[src/rtl/bcd_counter_pkg.sv]
// Package: shared constants and the cascade selector type.
// Assumes: digits are 4-bit BCD; radix 10 per stage.
package bcd_counter_pkg;

    localparam int DIGIT_W = 4;
    localparam int RADIX   = 10;

    typedef enum logic {
        CASCADE_PARALLEL = 1'b0,
        CASCADE_SERIAL   = 1'b1
    } cascade_e;

endpackage

[src/rtl/decade_stage.sv]
// Module: one modulo-RADIX digit register with step input.
// Provides its upcoming value so that a neighbour can see a
// transition before it is registered.
// Assumes: step is synchronous to clk; reset is synchronous active-low.
module decade_stage #(
    parameter int W     = 4,
    parameter int RADIX = 10
) (
    input  logic         clk,
    input  logic         rst_n,
    input  logic         step,
    output logic [W-1:0] digit_q,
    output logic [W-1:0] digit_next,
    output logic         at_top
);

    localparam logic [W-1:0] TOP_VAL = W'(RADIX - 1);

    // Purpose: flag the last value of the digit's range.
    always_comb begin
        at_top = (digit_q == TOP_VAL);
    end

    // Purpose: compute the value this digit takes on the next edge.
    always_comb begin
        if (!step) begin
            digit_next = digit_q;
        end else if (at_top) begin
            digit_next = '0;
        end else begin
            digit_next = digit_q + W'(1);
        end
    end

    // Purpose: hold the digit, clearing it on reset.
    always_ff @(posedge clk) begin
        if (!rst_n) begin
            digit_q <= '0;
        end else begin
            digit_q <= digit_next;
        end
    end

endmodule

[src/rtl/carry_fall_detect.sv]
// Module: registers the units "at top" flag and raises a strobe on the
// edge where that flag goes from 1 to 0 (the rising edge of its inverse).
// Compares the registered flag with the flag's upcoming value, so the
// strobe is valid in the same cycle as the edge that clears the flag.
// Assumes: flag_next is the value flag takes after the coming edge.
module carry_fall_detect (
    input  logic clk,
    input  logic rst_n,
    input  logic flag_next,
    output logic fall_strobe
);

    logic flag_q;

    // Purpose: keep the flag as it stands during the current cycle.
    always_ff @(posedge clk) begin
        if (!rst_n) begin
            flag_q <= 1'b0;
        end else begin
            flag_q <= flag_next;
        end
    end

    // Purpose: high-to-low transition at the coming edge.
    always_comb begin
        fall_strobe = flag_q & ~flag_next;
    end

endmodule

[src/rtl/bcd_counter.sv]
// Module: two-digit BCD counter, 00..99, with a build-time choice of
// how the tens stage is advanced (shared-clock enable, or falling edge
// of the units carry detected synchronously).
// Assumes: single clock domain; synchronous active-low reset.
module bcd_counter
    import bcd_counter_pkg::*;
#(
    parameter cascade_e CASCADE = CASCADE_PARALLEL
) (
    input  logic               clk,
    input  logic               rst_n,
    input  logic               enable,
    output logic [DIGIT_W-1:0] units_bcd,
    output logic [DIGIT_W-1:0] tens_bcd,
    output logic               carry_out
);

    localparam logic [DIGIT_W-1:0] DIGIT_MAX = DIGIT_W'(RADIX - 1);

    logic               units_top;
    logic               tens_top;
    logic               tens_step;
    logic [DIGIT_W-1:0] units_next;
    logic [DIGIT_W-1:0] tens_next;

    decade_stage #(.W(DIGIT_W), .RADIX(RADIX)) u_units (
        .clk        (clk),
        .rst_n      (rst_n),
        .step       (enable),
        .digit_q    (units_bcd),
        .digit_next (units_next),
        .at_top     (units_top)
    );

    generate
        if (CASCADE == CASCADE_SERIAL) begin : g_serial
            logic units_top_next;
            // Purpose: upcoming value of the units carry.
            always_comb begin
                units_top_next = (units_next == DIGIT_MAX);
            end
            carry_fall_detect u_fall (
                .clk         (clk),
                .rst_n       (rst_n),
                .flag_next   (units_top_next),
                .fall_strobe (tens_step)
            );
        end else begin : g_parallel
            // Purpose: tens counts only while the units carry is high.
            always_comb begin
                tens_step = enable & units_top;
            end
        end
    endgenerate

    decade_stage #(.W(DIGIT_W), .RADIX(RADIX)) u_tens (
        .clk        (clk),
        .rst_n      (rst_n),
        .step       (tens_step),
        .digit_q    (tens_bcd),
        .digit_next (tens_next),
        .at_top     (tens_top)
    );

    // Purpose: terminal-count flag at 99.
    always_comb begin
        carry_out = units_top & tens_top;
    end

endmodule

[config.mk]
export PLATFORM = sky130hd
export DESIGN_NAME = bcd_counter
export DESIGN_NICKNAME = d
export VERILOG_FILES = /design/src/rtl/bcd_counter_pkg.sv /design/src/rtl/decade_stage.sv /design/src/rtl/carry_fall_detect.sv /design/src/rtl/bcd_counter.sv
export SDC_FILE = /design/constraint.sdc
export NUM_CORES = 1
export LEC_CHECK = 0
export ABC_CLOCK_PERIOD_IN_PS = 1600
export BUFFER_PORTS_ARGS = -buffer_cell sky130_fd_sc_hd__buf_2
export CAP_MARGIN = 20
export CORE_AREA = 2 2 39 41
export DETAILED_ROUTE_END_ITERATION = 10
export DIE_AREA = 0 0 41 43
export REMOVE_ABC_BUFFERS = 1
export SYNTH_ARGS = -nofsm -noshare
export SYNTH_HDL_FRONTEND = slang
export SYNTH_SLANG_ARGS = --single-unit
[constraint.sdc]
create_clock -name clk -period 1.6 [get_ports clk]
set_input_delay 0.16 -clock clk [delete_from_list [all_inputs] [get_ports clk]]
set_output_delay 0.16 -clock clk [all_outputs]
set_load 0.02 [all_outputs]
==> impl_results.md <==
- Status: finished, final reports clean
- # clock sinks: 8
- Syn avg cell area: 8.625 sq um
- DP Cell Count: 76
- Max-slew violations: 0
- Mapped Cells: 47
- GP Congestion: slightly below 0.7
- Post-DP HPWL: 628.6 um
- Crit-path max cell delay: between 0.5 and 0.6 ns
- CTS clk-pin slew, worst paths: 0.06 ns
- Endpoint class of the critical path: register
- Share of cells above drive strength 1: 0.3492
- Longest Clk Path Bufs: 2
- Die X: 41 um
- DR vias/cell: 4.962
- CP Data Required Time: ~1.8 ns
- Setup violators final: 0
- Number of global-route vias before repair: 310
- Static Leak: 0.2463 nW
- Arrival @ worst endpoint: 1.68 ns
- Final Hold Viols: 0
- CTS Buf Count: 3
- Max VDD drop: between 0.0002 and 0.0003 V
- Initial DRC Count: 7
- Setup TNS: 0 ns
- Ant. Diodes: 0
- Core ar.: 1384 sq um
- Top post-synthesis cells by area: dfxtp_1, a21oi_1, o21ai_0
- Initial antenna violation count: 0
- Post-DP Area: roughly 500 sq um
- P&R area growth vs syn: 29.01%
- Overflow after GRT: 0
- Final non-filler cell total: between 70 and 80
- Distinct cell type count after synthesis: 23
- Die height: roughly 43 um
- RSZ-0062 raised after global routing: no
- Register area share after synthesis: 0.3951
- Overall Power: around 0.41 mW
- Ports: 12
- TritonRoute pass-1 iters: 2
- Largest net degree at the start of global routing: 9
- Cts hold-fix bufs: 0
- Number of nets in the layout: 68
- Die area: ~1800 sq um
- Critical-path cell list: or3b_4, or4_1, a21oi_1
- Worst skew pair latency: ~0.25 ns
- Syn Std Cell Area: between 400 and 500 sq um
- Worst slew pin tran: 0.2498 ns
- Number of remaining DRC errors: 0
- CP Class: reg -> reg
- Post-cts sizing count: 1
- Max Freq: roughly 670 MHz
- Relative slew slack: 0.8332
- Crit start category: register
- Classification of the worst-slack hold path: in -> reg
- Max-cap violation count: 0
- Synthesized flop and latch total: 8
- Wire length per cell: about 11 um
- Synth Warn #: 0
- Slowest-stage cell, CP: or4_1
- Port bufs: 11
- Final ANT Viol Nets: 0
- Fillers: about 160
- Clock root buffer: clkbuf_4
- CP max FO: 6
- CTS tree: built
- Tcrit/Tclk final: 0.9353
- Initial Utilization: 0.2929
- PD cells: approximately 780 nW/um^2
- Min Tclk post-route: between 1 and 1.5 ns
- Buffer count from post-CTS setup fixing: 0
- Worst Skew: roughly 0.00027 ns
- # H-tree levels: 1
- Cell Rows: 14
- Gr usage total: 0.1172
- Fin area: about 520 sq um
- Global-route wire length before repair: 1.366 mm
- Routed vias: 392
- Share of the synthesized area in the top cell type: 0.3951
- Final core utilization: 0.3779
- Leading area contributor after synthesis: dfxtp_1
- WL final: 884 um
## cells by family after synthesis
| group | after synthesis | share of synthesized area |
|---|---|---|
| simple gates | 24 | 0.3889 |
| buf+inv | 1 | 0.009250 |
| flops | 8 | 0.3951 |
| compound gates | 11 | 0.1389 |
| mux | 1 | 0.02469 |
| xor+xnor | 2 | 0.04322 |
## routing by layer
layer | GRT usage | up-vias | part of all wire
li1 | - | 206 | -
met1 | 0.1661 | 178 | 0.50
met2 | 0.1375 | 6 | 0.45
met3 | 0.03141 | 2 | 0.034
met4 | 0.1000 | 0 | 0.014
met5 | 0 | - | 0
## synthesized netlist by cell type
cell type,count
or4_1,1
and3_1,1
dfxtp_1,8
nor3b_1,1
o21ai_0,5
and2b_2,2
nand2_1,3
mux2i_1,1
nor2_1,2
or3_2,2
inv_1,1
nand3_1,3
xnor2_1,1
nand2b_1,1
a21oi_1,5
xor2_1,1
nor2b_1,3
and3b_1,1
a31oi_1,1
and4b_1,1
or3b_4,1
and4_1,1
nand4_1,1
## cells in the final DEF (no fill, tap or decap), drive strengths merged, types with 2 or more instances in the layout
cell	n
and2b	2
dfxtp	8
nor2	2
a21oi	5
buf	13
nand2	3
o21ai	5
or3	2
clkbuf	3
nand3	3
nor2b	3
## per-stage QoR
stage | hold slack (ns) | setup slack [ns]
after floorplan | 0.3076 | 0.03038
after global placement | 0.4378 | 0.1437
after detailed placement | 0.4487 | 0.1271
after CTS | 0.1728 | 0.09885
after global routing | 0.1755 | 0.01317
final | 0.1802 | 0.1034
## worst paths after layout
kind                      start                end  slack [ns]  depth (start not counted)
max          u_units.digit_q[3]  u_tens.digit_q[1]        0.10                          3
min                       rst_n  u_tens.digit_q[2]        0.18                          3
max reg2reg  u_units.digit_q[3]  u_tens.digit_q[1]        0.10                          3
min reg2reg   u_tens.digit_q[2]  u_tens.digit_q[2]        0.51                          2
## registers in the layout, summed over array words and instances (netlist names)
name / cells
u_tens.digit_q: 4
u_units.digit_q: 4
## area by class of cell
class	count	area (sq um)	area share
multi-input combinational	38	246.5	0.4713
inverter	1	3.754	0.007177
sequential	8	160.2	0.3062
tap	16	20.02	0.03828
timing repair buffer	13	70.07	0.1340
clock buffer	3	22.52	0.04306
## critical path, delay by kind of cell (launching register included)
family / cells / cell delay, ns
flip-flops: 1 / 0.37
AND/OR/NAND/NOR: 2 / 0.92
AO/OA/AOI/OAI: 1 / 0.14
## power breakdown
group | total, mW | internal (mW) | switching [mW] | leakage, nW
registers | 0.211 | 0.204 | 0.00671 | 0.0648
logic | 0.0384 | 0.0157 | 0.0227 | 0.168
clock network | 0.157 | 0.0860 | 0.0707 | 0.0138
total | 0.406 | 0.306 | 0.100 | 0.246
No activity file was read; power rests on OpenSTA's default activity.
